===== src/rtl/la_trig_pkg.sv =====
// Shared encodings for the trigger unit: detector kinds and field codes.
// Assumes the kind selector is two bits wide.
package la_trig_pkg;
    typedef enum logic [1:0] {
        KIND_TERM  = 2'd0,
        KIND_RANGE = 2'd1,
        KIND_EDGE  = 2'd2
    } det_kind_e;

    localparam logic [1:0] FLD_TERM_VAL  = 2'd0;
    localparam logic [1:0] FLD_TERM_MASK = 2'd1;
    localparam logic [1:0] FLD_RNG_LO    = 2'd0;
    localparam logic [1:0] FLD_RNG_HI    = 2'd1;
    localparam logic [1:0] FLD_EDG_RISE  = 2'd0;
    localparam logic [1:0] FLD_EDG_FALL  = 2'd1;
    localparam logic [1:0] FLD_EDG_ANY   = 2'd2;
endpackage


===== src/rtl/la_term_det.sv =====
// Masked-compare detector: holds a value and a mask and fires when the
// masked sample bits equal the masked value. Assumes wr_en is already
// qualified for this instance.
module la_term_det #(
    parameter int DATA_W = 16
) (
    input  logic              clk,
    input  logic              rst_n,
    input  logic              wr_en,
    input  logic [1:0]        wr_field,
    input  logic [DATA_W-1:0] wr_data,
    input  logic [DATA_W-1:0] smp_data,
    output logic              match
);
    import la_trig_pkg::*;

    logic [DATA_W-1:0] val_q;
    logic [DATA_W-1:0] mask_q;

    // Load value or mask from the settings port.
    always_ff @(posedge clk) begin
        if (!rst_n) begin
            val_q  <= '0;
            mask_q <= '0;
        end else if (wr_en) begin
            if (wr_field == FLD_TERM_VAL)  val_q  <= wr_data;
            if (wr_field == FLD_TERM_MASK) mask_q <= wr_data;
        end
    end

    // Compare only the bits the mask selects.
    always_comb begin
        match = ((smp_data ^ val_q) & mask_q) == '0;
    end
endmodule


===== src/rtl/la_range_det.sv =====
// Window detector: fires when the sample lies between the low and high
// bounds, unsigned and inclusive. Assumes wr_en is qualified per instance.
module la_range_det #(
    parameter int DATA_W = 16
) (
    input  logic              clk,
    input  logic              rst_n,
    input  logic              wr_en,
    input  logic [1:0]        wr_field,
    input  logic [DATA_W-1:0] wr_data,
    input  logic [DATA_W-1:0] smp_data,
    output logic              match
);
    import la_trig_pkg::*;

    logic [DATA_W-1:0] lo_q;
    logic [DATA_W-1:0] hi_q;

    // Load a bound from the settings port.
    always_ff @(posedge clk) begin
        if (!rst_n) begin
            lo_q <= '0;
            hi_q <= '0;
        end else if (wr_en) begin
            if (wr_field == FLD_RNG_LO) lo_q <= wr_data;
            if (wr_field == FLD_RNG_HI) hi_q <= wr_data;
        end
    end

    // Inclusive unsigned window test.
    always_comb begin
        match = (smp_data >= lo_q) && (smp_data <= hi_q);
    end
endmodule


===== src/rtl/la_edge_det.sv =====
// Transition detector: compares the sample with the previous valid sample
// under rise, fall and any-change masks. Assumes prev/have_prev come from
// a register that only updates on valid samples.
module la_edge_det #(
    parameter int DATA_W = 16
) (
    input  logic              clk,
    input  logic              rst_n,
    input  logic              wr_en,
    input  logic [1:0]        wr_field,
    input  logic [DATA_W-1:0] wr_data,
    input  logic [DATA_W-1:0] smp_data,
    input  logic [DATA_W-1:0] prev_data,
    input  logic              have_prev,
    output logic              match
);
    import la_trig_pkg::*;

    logic [DATA_W-1:0] rise_q;
    logic [DATA_W-1:0] fall_q;
    logic [DATA_W-1:0] any_q;
    logic [DATA_W-1:0] rose;
    logic [DATA_W-1:0] fell;

    // Load one of the three masks from the settings port.
    always_ff @(posedge clk) begin
        if (!rst_n) begin
            rise_q <= '0;
            fall_q <= '0;
            any_q  <= '0;
        end else if (wr_en) begin
            if (wr_field == FLD_EDG_RISE) rise_q <= wr_data;
            if (wr_field == FLD_EDG_FALL) fall_q <= wr_data;
            if (wr_field == FLD_EDG_ANY)  any_q  <= wr_data;
        end
    end

    // Per-bit transitions gated by their masks.
    always_comb begin
        rose  = smp_data & ~prev_data;
        fell  = ~smp_data & prev_data;
        match = have_prev &&
                (|((rose & rise_q) | (fell & fall_q) | ((rose | fell) & any_q)));
    end
endmodule


===== src/rtl/la_comb_table.sv =====
// Combiner lookup table: one bit per detector-vector value, written one
// entry at a time, read combinationally. Assumes a small detector count.
module la_comb_table #(
    parameter int AW = 4
) (
    input  logic          clk,
    input  logic          rst_n,
    input  logic          wr_en,
    input  logic [AW-1:0] wr_addr,
    input  logic          wr_bit,
    input  logic [AW-1:0] rd_addr,
    output logic          rd_bit
);
    localparam int DEPTH = 1 << AW;

    logic [DEPTH-1:0] tbl_q;

    // Store a single entry; clear everything on reset.
    always_ff @(posedge clk) begin
        if (!rst_n)     tbl_q <= '0;
        else if (wr_en) tbl_q[wr_addr] <= wr_bit;
    end

    // Select the entry addressed by the detector vector.
    always_comb begin
        rd_bit = tbl_q[rd_addr];
    end
endmodule


===== src/rtl/la_trigger_unit.sv =====
// Trigger unit top: instantiates the detector banks, keeps the previous
// valid sample, looks up the combiner table and registers the hit.
// Assumes N_TERM, N_RANGE, N_EDGE >= 1 and 2**IDX_W >= each count.
module la_trigger_unit #(
    parameter int DATA_W  = 16,
    parameter int N_TERM  = 2,
    parameter int N_RANGE = 1,
    parameter int N_EDGE  = 1,
    parameter int IDX_W   = 2
) (
    input  logic                             clk,
    input  logic                             rst_n,
    input  logic                             smp_valid,
    input  logic [DATA_W-1:0]                smp_data,
    input  logic                             cfg_we,
    input  logic [1:0]                       cfg_kind,
    input  logic [IDX_W-1:0]                 cfg_idx,
    input  logic [1:0]                       cfg_field,
    input  logic [DATA_W-1:0]                cfg_wdata,
    input  logic                             tbl_we,
    input  logic [N_TERM+N_RANGE+N_EDGE-1:0] tbl_addr,
    input  logic                             tbl_bit,
    output logic                             hit
);
    import la_trig_pkg::*;

    localparam int N_DET      = N_TERM + N_RANGE + N_EDGE;
    localparam int RANGE_BASE = N_TERM;
    localparam int EDGE_BASE  = N_TERM + N_RANGE;

    logic [N_DET-1:0]  det_vec;
    logic [DATA_W-1:0] prev_q;
    logic              have_prev_q;
    logic              tbl_out;

    // Remember the most recent valid sample for transition detection.
    always_ff @(posedge clk) begin
        if (!rst_n) begin
            prev_q      <= '0;
            have_prev_q <= 1'b0;
        end else if (smp_valid) begin
            prev_q      <= smp_data;
            have_prev_q <= 1'b1;
        end
    end

    generate
        for (genvar i = 0; i < N_TERM; i++) begin : g_term
            logic we_i;
            assign we_i = cfg_we && (cfg_kind == KIND_TERM) && (cfg_idx == IDX_W'(i));
            la_term_det #(.DATA_W(DATA_W)) u_term (
                .clk(clk), .rst_n(rst_n), .wr_en(we_i), .wr_field(cfg_field),
                .wr_data(cfg_wdata), .smp_data(smp_data), .match(det_vec[i])
            );
        end
        for (genvar j = 0; j < N_RANGE; j++) begin : g_range
            logic we_j;
            assign we_j = cfg_we && (cfg_kind == KIND_RANGE) && (cfg_idx == IDX_W'(j));
            la_range_det #(.DATA_W(DATA_W)) u_range (
                .clk(clk), .rst_n(rst_n), .wr_en(we_j), .wr_field(cfg_field),
                .wr_data(cfg_wdata), .smp_data(smp_data),
                .match(det_vec[RANGE_BASE+j])
            );
        end
        for (genvar k = 0; k < N_EDGE; k++) begin : g_edge
            logic we_k;
            assign we_k = cfg_we && (cfg_kind == KIND_EDGE) && (cfg_idx == IDX_W'(k));
            la_edge_det #(.DATA_W(DATA_W)) u_edge (
                .clk(clk), .rst_n(rst_n), .wr_en(we_k), .wr_field(cfg_field),
                .wr_data(cfg_wdata), .smp_data(smp_data), .prev_data(prev_q),
                .have_prev(have_prev_q), .match(det_vec[EDGE_BASE+k])
            );
        end
    endgenerate

    la_comb_table #(.AW(N_DET)) u_table (
        .clk(clk), .rst_n(rst_n), .wr_en(tbl_we), .wr_addr(tbl_addr),
        .wr_bit(tbl_bit), .rd_addr(det_vec), .rd_bit(tbl_out)
    );

    // Register the trigger, qualified by the sample strobe.
    always_ff @(posedge clk) begin
        if (!rst_n) hit <= 1'b0;
        else        hit <= smp_valid && tbl_out;
    end
endmodule


===== config.mk =====
export PLATFORM = sky130hd
export DESIGN_NAME = la_trigger_unit
export DESIGN_NICKNAME = d
export VERILOG_FILES = /design/src/rtl/la_trig_pkg.sv /design/src/rtl/la_term_det.sv /design/src/rtl/la_range_det.sv /design/src/rtl/la_edge_det.sv /design/src/rtl/la_comb_table.sv /design/src/rtl/la_trigger_unit.sv
export SDC_FILE = /design/constraint.sdc
export NUM_CORES = 1
export LEC_CHECK = 0
export ABC_AREA = 1
export BUFFER_PORTS_ARGS = -buffer_cell sky130_fd_sc_hd__buf_2
export CORE_ASPECT_RATIO = 0.6
export CORE_MARGIN = 10
export CORE_UTILIZATION = 45
export DETAILED_ROUTE_END_ITERATION = 10
export HOLD_SLACK_MARGIN = 0.08
export PLACE_DENSITY_LB_ADDON = 0.05
export SKIP_CTS_REPAIR_TIMING = 1
export SYNTH_ARGS = -nofsm -noshare
export SYNTH_HDL_FRONTEND = slang
export SYNTH_SLANG_ARGS = --single-unit

===== constraint.sdc =====
create_clock -name clk -period 1.9 [get_ports clk]
set_input_delay 0.38 -clock clk [delete_from_list [all_inputs] [get_ports clk]]
set_output_delay 0.38 -clock clk [all_outputs]
set_load 0.005 [all_outputs]

== Word level (Yosys, flattened, before mapping) ==
Cells that the tools add are included.

* Order comparisons: 5
* Equality and inequality tests: 5
* Muxes and demuxes: 5
* Bitwise logic cells: 14
* Reductions and logical operators: 26

{| class="wikitable"
|+ Operators with widths
! operator !! count
|-
| 16-bit bitwise AND || 7
|-
| 16-bit bitwise OR || 3
|-
| 16-bit logical NOT || 2
|-
| 16-bit NOT || 2
|-
| 16-bit XOR || 2
|-
| 2-bit AND reduction || 9
|-
| 16-bit bitwise mux || 1
|-
| 16-bit greater-or-equal comparator || 1
|-
| 16-bit less-or-equal comparator || 1
|-
| 16-bit OR reduction || 1
|-
| 1-bit logical AND || 11
|-
| 4-bit by 5-bit less-than comparator with 1-bit output (second input constant) || 2
|-
| 2-bit by 1-bit equality test with 1-bit output (second input constant) || 3
|-
| 2-bit logical NOT || 3
|-
| 1-bit binary-select mux with 4-bit select || 1
|-
| 1-bit demux with 4-bit select || 1
|-
| 2-bit equality test (second input constant) || 2
|-
| 4-bit by 1-bit greater-or-equal comparator with 1-bit output (second input constant) || 1
|-
| 1-bit 2-to-1 mux || 2
|}

* Register bits after elaboration: 178
* Bits of input ports: 48

== Depth between registers and ports, before layout ==
Gate-level depths: netlist (run 1).

* Depth in word-level cells: 10
* Gate-level depth with buffers: 17
* Depth with buffers taken out: 17

== Modules after synthesis ==
From an unflattened synthesis (run 1), not the netlist that was laid out.

* Cell total of the unflattened synthesis: 1335
* Area, all modules: 9226.3 um2

{| class="wikitable"
|+ Modules (own cells, without submodules)
! module !! times used !! cells an instance !! area an instance (um2) !! seq. area each (um2)
|-
| la_term_det || 2 || 220 || 1452.6 || 640.6
|-
| la_edge_det || 1 || 374 || 2666.3 || 960.9
|-
| la_range_det || 1 || 252 || 1925.6 || 640.6
|-
| la_comb_table || 1 || 146 || 928.4 || 320.3
|-
| la_trigger_unit || 1 || 123 || 800.8 || 360.3
|}

== Worst setup path before layout (run 1) ==
OpenSTA, ideal clock, no wires.

* Kind: input to register
* From: input smp_data[7]
* To: register hit
* Library setup time: 0.113 ns
* Arrival: 1.485 ns
* Path slack: 0.303 ns
* Stages on the path: 14
* Path buffers: 0
* Path through: ha_1 nand2_1 nor2_1 o21ai_0 nand3_1 nand2_1 nand2_1 nand2_1 nand2_1 inv_1 nand3_1 nand3_1 nand2_1 nor2_1

* Longest elaborated chain between the ends: 10

{| class="wikitable"
|+ RTL lines
! item !! line !! source
|-
| from (decl) || la_trigger_unit.sv:14 || <nowiki>input logic [DATA_W-1:0] smp_data,</nowiki>
|-
| 16-bit NOT || la_edge_det.sv:41 || <nowiki>fell = ~smp_data & prev_data;</nowiki>
|-
| 16-bit bitwise AND || la_edge_det.sv:41 ||
|-
| 16-bit bitwise AND / 16-bit bitwise OR (equally long branches) || la_edge_det.sv:43 || <nowiki>(|((rose & rise_q) | (fell & fall_q) | ((rose | fell) & any_q)));</nowiki>
|-
| 16-bit bitwise OR / 16-bit bitwise AND (equally long branches) || la_edge_det.sv:43 ||
|-
| 16-bit bitwise OR || la_edge_det.sv:43 ||
|-
| 16-bit OR reduction || la_edge_det.sv:43 ||
|-
| 1-bit logical AND || la_edge_det.sv:42 || <nowiki>match = have_prev &&</nowiki>
|-
| 1-bit binary-select mux with 4-bit select * || la_comb_table.sv:26 || <nowiki>rd_bit = tbl_q[rd_addr];</nowiki>
|-
| 1-bit 2-to-1 mux (implied by the code) * || la_comb_table.sv:26 ||
|-
| 1-bit logical AND * || la_trigger_unit.sv:84 || <nowiki>else hit <= smp_valid && tbl_out;</nowiki>
|-
| to (signal assigned) || la_trigger_unit.sv:84 ||
|-
| to (decl) || la_trigger_unit.sv:23 || <nowiki>output logic hit</nowiki>
|}

Mark *: on every way between the ends. The rest lies on a longest branch, timed or not. The select of a mux whose other input is x is not followed.
A chain may end at the register's enable or synchronous reset.

== Worst setup path in the final report (run 1) ==
* From: register prev_q[9]
* To: register hit

* Longest elaborated chain between the ends: 10

{| class="wikitable"
|+ RTL lines
! item !! line !! source
|-
| from (decl) || la_trigger_unit.sv:32 || <nowiki>logic [DATA_W-1:0] prev_q;</nowiki>
|-
| from (signal assigned) || la_trigger_unit.sv:42 || <nowiki>prev_q <= smp_data;</nowiki>
|-
| 16-bit NOT || la_edge_det.sv:40 || <nowiki>rose = smp_data & ~prev_data;</nowiki>
|-
| 16-bit bitwise AND || la_edge_det.sv:40 ||
|-
| 16-bit bitwise AND / 16-bit bitwise OR (equally long branches) || la_edge_det.sv:43 ||
|-
| 16-bit bitwise OR / 16-bit bitwise AND (equally long branches) || la_edge_det.sv:43 ||
|-
| 16-bit bitwise OR * || la_edge_det.sv:43 ||
|-
| 16-bit OR reduction * || la_edge_det.sv:43 ||
|-
| 1-bit logical AND * || la_edge_det.sv:42 ||
|-
| 1-bit binary-select mux with 4-bit select * || la_comb_table.sv:26 ||
|-
| 1-bit 2-to-1 mux (implied by the code) * || la_comb_table.sv:26 ||
|-
| 1-bit logical AND * || la_trigger_unit.sv:84 ||
|}

Marks and branches as above.

==> run summary, run 1 <==
area of the core - 19100 µm²
async set-or-reset flop fraction in the synthesized netlist - 0
Total Neg Setup Slack - 0 ns
leakage power total - 4.53 nW
endpoint kind of the worst setup timing path - flip-flop
post-route DRC violation count - 0
total of buffers placed on input and output ports - 48
net switching power - 0.00211 W
post-layout instance count excluding filler cells - 1571
fraction of the cycle the final worst path needs - 0.940
part of the total power dissipated in the clock network - 0.451
leading cell types by count after synthesis - sky130_fd_sc_hd__nor2_1, sky130_fd_sc_hd__dfxtp_1, sky130_fd_sc_hd__o21ai_0, sky130_fd_sc_hd__nand2_1, sky130_fd_sc_hd__inv_1
reg2reg setup slack - 0.11 ns
proportion of power drawn by flip-flops and latches - 0.460
number of antenna violations at the first check in global routing - 2
VDD IR-drop max - 624 µV
Die H - 128 µm
CTS max path bufs - 2
Skew-Pair Late Insertion Delay - 0.43 ns
Core Rows - 39
post-layout net count - 1403
cells taking the most area after synthesis - sky130_fd_sc_hd__dfxtp_1, sky130_fd_sc_hd__nor2_1, sky130_fd_sc_hd__o21ai_0
Clock Skew - 0.00540 ns
fill cell total of the finished layout - 1879
max-slew violation count - 0
placed cell count - 1538
dominant cell type by area after synthesis - sky130_fd_sc_hd__dfxtp_1
total global routing overflow - 0
via count of the first global-routing pass - 7331
Pwr Density - 799 nW/µm²
Die Wd - 200 µm
total of warnings raised by yosys - 0
class of the tightest hold or removal check - input port to flip-flop
Worst Path Arrival - 2.12 ns
pin count of the biggest net entering global routing - 49
worst hold slack across all endpoints - 0.309 ns
Synth Area per Inst - 7.14 µm²
highest net fanout along the worst path - 3
cell depth of the worst hold path - 3
cell count after synthesis - 1225
clock tree from TritonCTS - done
remaining max-slew budget at the tightest pin - 0.502
combined area of all synthesized cells - 8750 µm²
count leader, synth - sky130_fd_sc_hd__nor2_1
DRC violation total after the first TritonRoute iteration - 610
internal portion of total power - 0.00618 W
actual transition at the worst max-transition pin - 0.746 ns
core utilization of the finished layout - 0.544
combined global-route utilization of all metal layers - 0.207
number of hold violations in the final report - 0
maxcap violations - 0
number of synthesized flops with an enable pin - 0
clock sink total - 178
Inserted Clock Buffers - 17
Syn-to-layout area delta - 18.7%
global placer's final weighted congestion - 0.878
top-area cell type share of the netlist area - 0.407
post-route antenna net violation count - 0
distinct cell type count after synthesis - 32
per-cell routed wire length - 16.7 µm
fraction of power consumed by combinational cells - 0.089
nature of the critical path startpoint - flip-flop
via count of the routed design - 7946
H-tree depth - 4
Die Area - 25600 µm²
Starting Density - 0.458
fraction of layout cells with a size suffix above 1 - 0.155
classification of the worst setup path - flip-flop to flip-flop
worst-case reg-to-reg path depth - 12
clock transition at the registers of the reported paths - 0.07 ns
register area share after synthesis - 0.407
post-detail-place hpwl - 18300 µm
data required time of the worst path - 2.23 ns
synthesized netlist net count - 1337
most used flip-flop cell after synthesis - sky130_fd_sc_hd__dfxtp_1
Via density - 5.06
io pins - 49
Pre-antenna DRT Iters - 5
status - completed
unrepaired setup endpoints after global routing - yes
final routed wirelength across all metal layers - 26200 µm
global-route wire length before repair - 41200 µm
Synth Register Bits - 178
Final setup violation count - 0
CTS Root Buffer Type - sky130_fd_sc_hd__clkbuf_16
fraction of power spent switching nets - 0.255
minimum clock period after layout - 1.79 ns
f_max - 560 MHz
-- power groups by stage --
stage / sequential (W) / clock [W] / combinational [W]
6_report: 0.00382 / 0.00374 / 0.000739
5_1_grt: 0.00382 / 0.00395 / 0.000835
4_1_cts: 0.00381 / 0.00381 / 0.000715
3_5_place_dp: 0.00390 / 0 / 0.000710
3_3_place_gp: 0.00390 / 0 / 0.000706
2_1_floorplan: 0.00389 / 0 / 0.000403
-- worst max-delay path, stage by stage (launching register included) --
cell	delay, ns
sky130_fd_sc_hd__dfxtp_2	0.35
sky130_fd_sc_hd__inv_1	0.05
sky130_fd_sc_hd__ha_1	0.16
sky130_fd_sc_hd__nand2_1	0.06
sky130_fd_sc_hd__nand2_1	0.05
sky130_fd_sc_hd__a21oi_1	0.16
sky130_fd_sc_hd__o2111ai_2	0.16
sky130_fd_sc_hd__nor2_2	0.19
sky130_fd_sc_hd__nand2_1	0.12
sky130_fd_sc_hd__o21ai_0	0.19
sky130_fd_sc_hd__nand2_1	0.07
sky130_fd_sc_hd__nor2_1	0.09
sky130_fd_sc_hd__nor2_1	0.04
-- path summary, 6_finish.rpt --
check / startpoint / end
worst min-delay path: cfg_wdata[7] / g_term[1].u_term.val_q[7]
worst max-delay path: prev_q[9] / hit
worst max register to register: prev_q[9] / hit
worst min register to register: g_range[0].u_range.hi_q[12] / g_range[0].u_range.hi_q[12]
-- stage by stage --
step / instance area [µm²] / power, W / setup WS, ns
after CTS: 10300 / 0.00834 / -0.0456
final: 10400 / 0.00830 / 0.114
after floorplan: 8750 / 0.00429 / 0.303
after global routing: 10400 / 0.00861 / -0.0795
after detailed placement: 9650 / 0.00461 / -0.253
after global placement: 9650 / 0.00461 / -0.244
-- placed cells by master, fill, tap and decap left out, types with 2 or more instances in the layout --
| cell | count |
|---|---|
| sky130_fd_sc_hd__a21oi_1 | 102 |
| sky130_fd_sc_hd__ha_4 | 3 |
| sky130_fd_sc_hd__clkbuf_16 | 17 |
| sky130_fd_sc_hd__nor2_2 | 12 |
| sky130_fd_sc_hd__nor2_8 | 3 |
| sky130_fd_sc_hd__or2_1 | 3 |
| sky130_fd_sc_hd__nand2_4 | 2 |
| sky130_fd_sc_hd__inv_2 | 17 |
| sky130_fd_sc_hd__dfxtp_2 | 4 |
| sky130_fd_sc_hd__o21ai_0 | 172 |
| sky130_fd_sc_hd__inv_1 | 120 |
| sky130_fd_sc_hd__nor3_1 | 5 |
| sky130_fd_sc_hd__nor2_4 | 5 |
| sky130_fd_sc_hd__nand2_1 | 144 |
| sky130_fd_sc_hd__nor2_1 | 229 |
| sky130_fd_sc_hd__bufinv_16 | 3 |
| sky130_fd_sc_hd__o2111ai_1 | 5 |
| sky130_fd_sc_hd__ha_1 | 61 |
| sky130_fd_sc_hd__inv_6 | 4 |
| sky130_fd_sc_hd__a21oi_2 | 3 |
| sky130_fd_sc_hd__dfxtp_1 | 174 |
| sky130_fd_sc_hd__buf_2 | 47 |
| sky130_fd_sc_hd__nand2_2 | 6 |
| sky130_fd_sc_hd__nand3_1 | 59 |
| sky130_fd_sc_hd__o21ai_1 | 13 |
| sky130_fd_sc_hd__a221oi_1 | 2 |
| sky130_fd_sc_hd__clkinv_4 | 2 |
| sky130_fd_sc_hd__nand3_2 | 4 |
| sky130_fd_sc_hd__clkinvlp_4 | 4 |
| sky130_fd_sc_hd__buf_12 | 10 |
| sky130_fd_sc_hd__buf_4 | 51 |
| sky130_fd_sc_hd__nand4_1 | 7 |
-- cell families (layout without fill, tap and decap cells) --
| family | count (synthesis) | in the layout | synth area share |
|---|---|---|---|
| adders and majority gates | 64 | 64 | 0.0916 |
| xor gates and xnor gates | 1 | 1 | 0.00100 |
| and+or+nand+nor | 482 | 482 | 0.236 |
| DFF | 178 | 178 | 0.407 |
| AOI/OAI and AO/OA | 301 | 301 | 0.177 |
| other | 0 | 1 | 0 |
| buffers and inverters | 199 | 278 | 0.0874 |
-- final cells by class --
class | instances | area [µm²] | area share
Sequential cell | 178 | 3570 | 0.344
Tap cell | 266 | 333 | 0.0321
Multi-Input combinational cell | 848 | 4520 | 0.436
Inverter | 138 | 518 | 0.0499
Clock buffer | 18 | 439 | 0.0423
Antenna cell | 1 | 2.50 | 0.000241
Clock inverter | 14 | 178 | 0.0171
Timing Repair Buffer | 108 | 818 | 0.0789
-- sequential cells by signal, summed over array words and instances, names as in the netlist --
register / flops
g_term.u_term.mask_q: 32
g_term.u_term.val_q: 32
g_edge.u_edge.any_q: 16
g_edge.u_edge.fall_q: 16
g_edge.u_edge.rise_q: 16
g_range.u_range.hi_q: 16
g_range.u_range.lo_q: 16
prev_q: 16
u_table.tbl_q: 16
have_prev_q: 1
hit: 1
-- layer usage --
metal  part of all wire  up-vias  global-route usage
li1                   -     4103                   -
met1               0.52     3586               0.316
met2               0.40      231               0.288
met3              0.066       24              0.0383
met4              0.010        2              0.0523
met5            0.00050        -                   0
(Power assumes the default switching activity.)
==> run 2, diff against run 1 <==
--- a/config.mk
+++ b/config.mk
@@ -7,6 +7,8 @@
 export LEC_CHECK = 0
 export ABC_AREA = 1
 export BUFFER_PORTS_ARGS = -buffer_cell sky130_fd_sc_hd__buf_2
+export CELL_PAD_IN_SITES_DETAIL_PLACEMENT = 0
+export CELL_PAD_IN_SITES_GLOBAL_PLACEMENT = 1
 export CORE_ASPECT_RATIO = 0.6
 export CORE_MARGIN = 10
 export CORE_UTILIZATION = 45
==> constraint.sdc (replaced) <==
create_clock -name clk -period 2.2 [get_ports clk]
set_input_delay 0.44 -clock clk [delete_from_list [all_inputs] [get_ports clk]]
set_output_delay 0.44 -clock clk [all_outputs]
set_load 0.005 [all_outputs]
==> run 2 against run 1 <==
Against the previous run:
- cell count decreased by 2.1%
- die area unchanged
- critical endpoint unchanged
- maximum frequency decreased by 7.1%
- utilization decreased by 2.5 points
- sequential share of layout area increased by 1.6 points
- critical path type unchanged
- highest routed layer is now met4
- sequential cell count unchanged
- sequential power decreased by 14%
- register-to-register slack improved by 0.16 ns
- critical path depth unchanged
- clock power decreased by 16%
==> run summary, run 2 (synthesis results as in run 1) <==
status - completed
minimum clock period after layout - 1.92 ns
unrepaired setup endpoints after global routing - no
overall power after layout - 0.00700 W
combined global-route utilization of all metal layers - 0.209
endpoint kind of the worst setup timing path - flip-flop
highest net fanout along the worst path - 4
reg2reg setup slack - 0.28 ns
Syn-to-layout area delta - 13.2%
core utilization of the finished layout - 0.519
Final setup violation count - 0
most common library cell in the layout ignoring fill and taps - sky130_fd_sc_hd__nor2_1
Via density - 5.08
f_max - 520 MHz
pin count of the biggest net entering global routing - 122
area of the core - 19100 µm²
post-route DRC violation count - 0
Core Rows - 39
global-route wire length before repair - 41000 µm
nature of the critical path startpoint - flip-flop
total of buffers placed on input and output ports - 48
Total Neg Setup Slack - 0 ns
Skew-Pair Late Insertion Delay - 0.44 ns
class of the tightest hold or removal check - input port to flip-flop
Worst Path Arrival - 2.30 ns
io pins - 49
number of antenna violations at the first check in global routing - 1
antenna diode count - 0
post-route antenna net violation count - 0
max-slew violation count - 0
CTS max path bufs - 2
maxcap violations - 0
global placer's final weighted congestion - 0.845
remaining max-slew budget at the tightest pin - 0.397
VDD IR-drop max - 575 µV
Starting Density - 0.458
DRC violation total after the first TritonRoute iteration - 595
Clock Skew - 0.00826 ns
clock transition at the registers of the reported paths - 0.07 ns
total global routing overflow - 0
classification of the worst setup path - flip-flop to flip-flop
via count of the routed design - 7813
per-cell routed wire length - 17.0 µm
largest registers in the final layout - g_term.u_term.mask_q x32, g_term.u_term.val_q x32
clock sink total - 178
leakage power total - 4.32 nW
via count of the first global-routing pass - 7227
data required time of the worst path - 2.58 ns
number of hold violations in the final report - 0
fraction of layout cells with a size suffix above 1 - 0.109
Pre-antenna DRT Iters - 5
clock tree from TritonCTS - done
post-layout net count - 1372
Pwr Density - 707 nW/µm²
H-tree depth - 4
final routed wirelength across all metal layers - 26100 µm
actual transition at the worst max-transition pin - 0.904 ns
Die Area - 25600 µm²
fraction of the cycle the final worst path needs - 0.874
Die Wd - 200 µm
Die H - 128 µm
post-detail-place hpwl - 18100 µm
CTS Root Buffer Type - sky130_fd_sc_hd__clkbuf_16
Inserted Clock Buffers - 17
top library cells by usage in the layout, fill and taps aside - sky130_fd_sc_hd__nor2_1, sky130_fd_sc_hd__dfxtp_1, sky130_fd_sc_hd__o21ai_0
## run 2: cell count changes in the layout (fill, tap and decap cells not counted), sizes merged
| cell | before | now |
|---|---|---|
| buf | 108 | 77 |
| clkbuf | 18 | 21 |
| clkinvlp | 4 | 2 |
| diode | 1 | 0 |
| clkinv | 4 | 6 |
| inv | 141 | 137 |
## run 2: routing by layer
layer / part of all wire / vias up / global-route usage
met4: 0.010 / 0 / 0.0545
li1: - / 4030 / -
met5: 0 / - / 0
met2: 0.40 / 182 / 0.285
met3: 0.063 / 19 / 0.0461
met1: 0.53 / 3582 / 0.318
## run 2: report_power, final
group          leakage (nW)  switching (W)  internal (W)
clock network         0.289        0.00131       0.00184
logic                  2.59       0.000377      0.000185
registers              1.44      0.0000275       0.00327
total                  4.32        0.00172       0.00529
## run 2: worst max-delay path, cell delays in order (launching register included)
cell,delay (ns)
sky130_fd_sc_hd__dfxtp_1,0.31
sky130_fd_sc_hd__inv_1,0.06
sky130_fd_sc_hd__ha_1,0.30
sky130_fd_sc_hd__nand4_1,0.11
sky130_fd_sc_hd__nor3_1,0.40
sky130_fd_sc_hd__nand3_1,0.12
sky130_fd_sc_hd__nand3_1,0.11
sky130_fd_sc_hd__nand2_1,0.12
sky130_fd_sc_hd__inv_1,0.07
sky130_fd_sc_hd__nand3_1,0.07
sky130_fd_sc_hd__nand3_1,0.08
sky130_fd_sc_hd__nand2_1,0.05
sky130_fd_sc_hd__nor2_1,0.07
## run 2: stage by stage
| step | std cells | area [µm²] | hold slack (ns) | setup WS (ns) |
|---|---|---|---|---|
| 2_1_floorplan | 1225 | 8750 | 0.424 | 0.543 |
| 3_3_place_gp | 1507 | 9310 | 0.446 | -0.0990 |
| 3_5_place_dp | 1507 | 9310 | 0.450 | -0.0904 |
| 4_1_cts | 1538 | 9900 | 0.320 | 0.289 |
| 5_1_grt | 1538 | 9900 | 0.336 | 0.0698 |
| 6_report | 1538 | 9900 | 0.347 | 0.277 |
## run 2: layout make-up
type	instances	area [µm²]
Clock buffer	21	460
Inverter	138	518
Fill cell	1929	9180
Tap cell	266	333
Multi-Input combinational cell	848	4420
Timing Repair Buffer	77	473
Sequential cell	178	3560
Clock inverter	10	134
## run 2: worst paths after layout
path | start | to | cells after the start
worst max-delay path | g_range[0].u_range.lo_q[9] | hit | 12
worst min-delay path | smp_data[3] | prev_q[3] | 3
worst max register to register | g_range[0].u_range.lo_q[9] | hit | 12
worst min register to register | g_range[0].u_range.hi_q[4] | g_range[0].u_range.hi_q[4] | 2
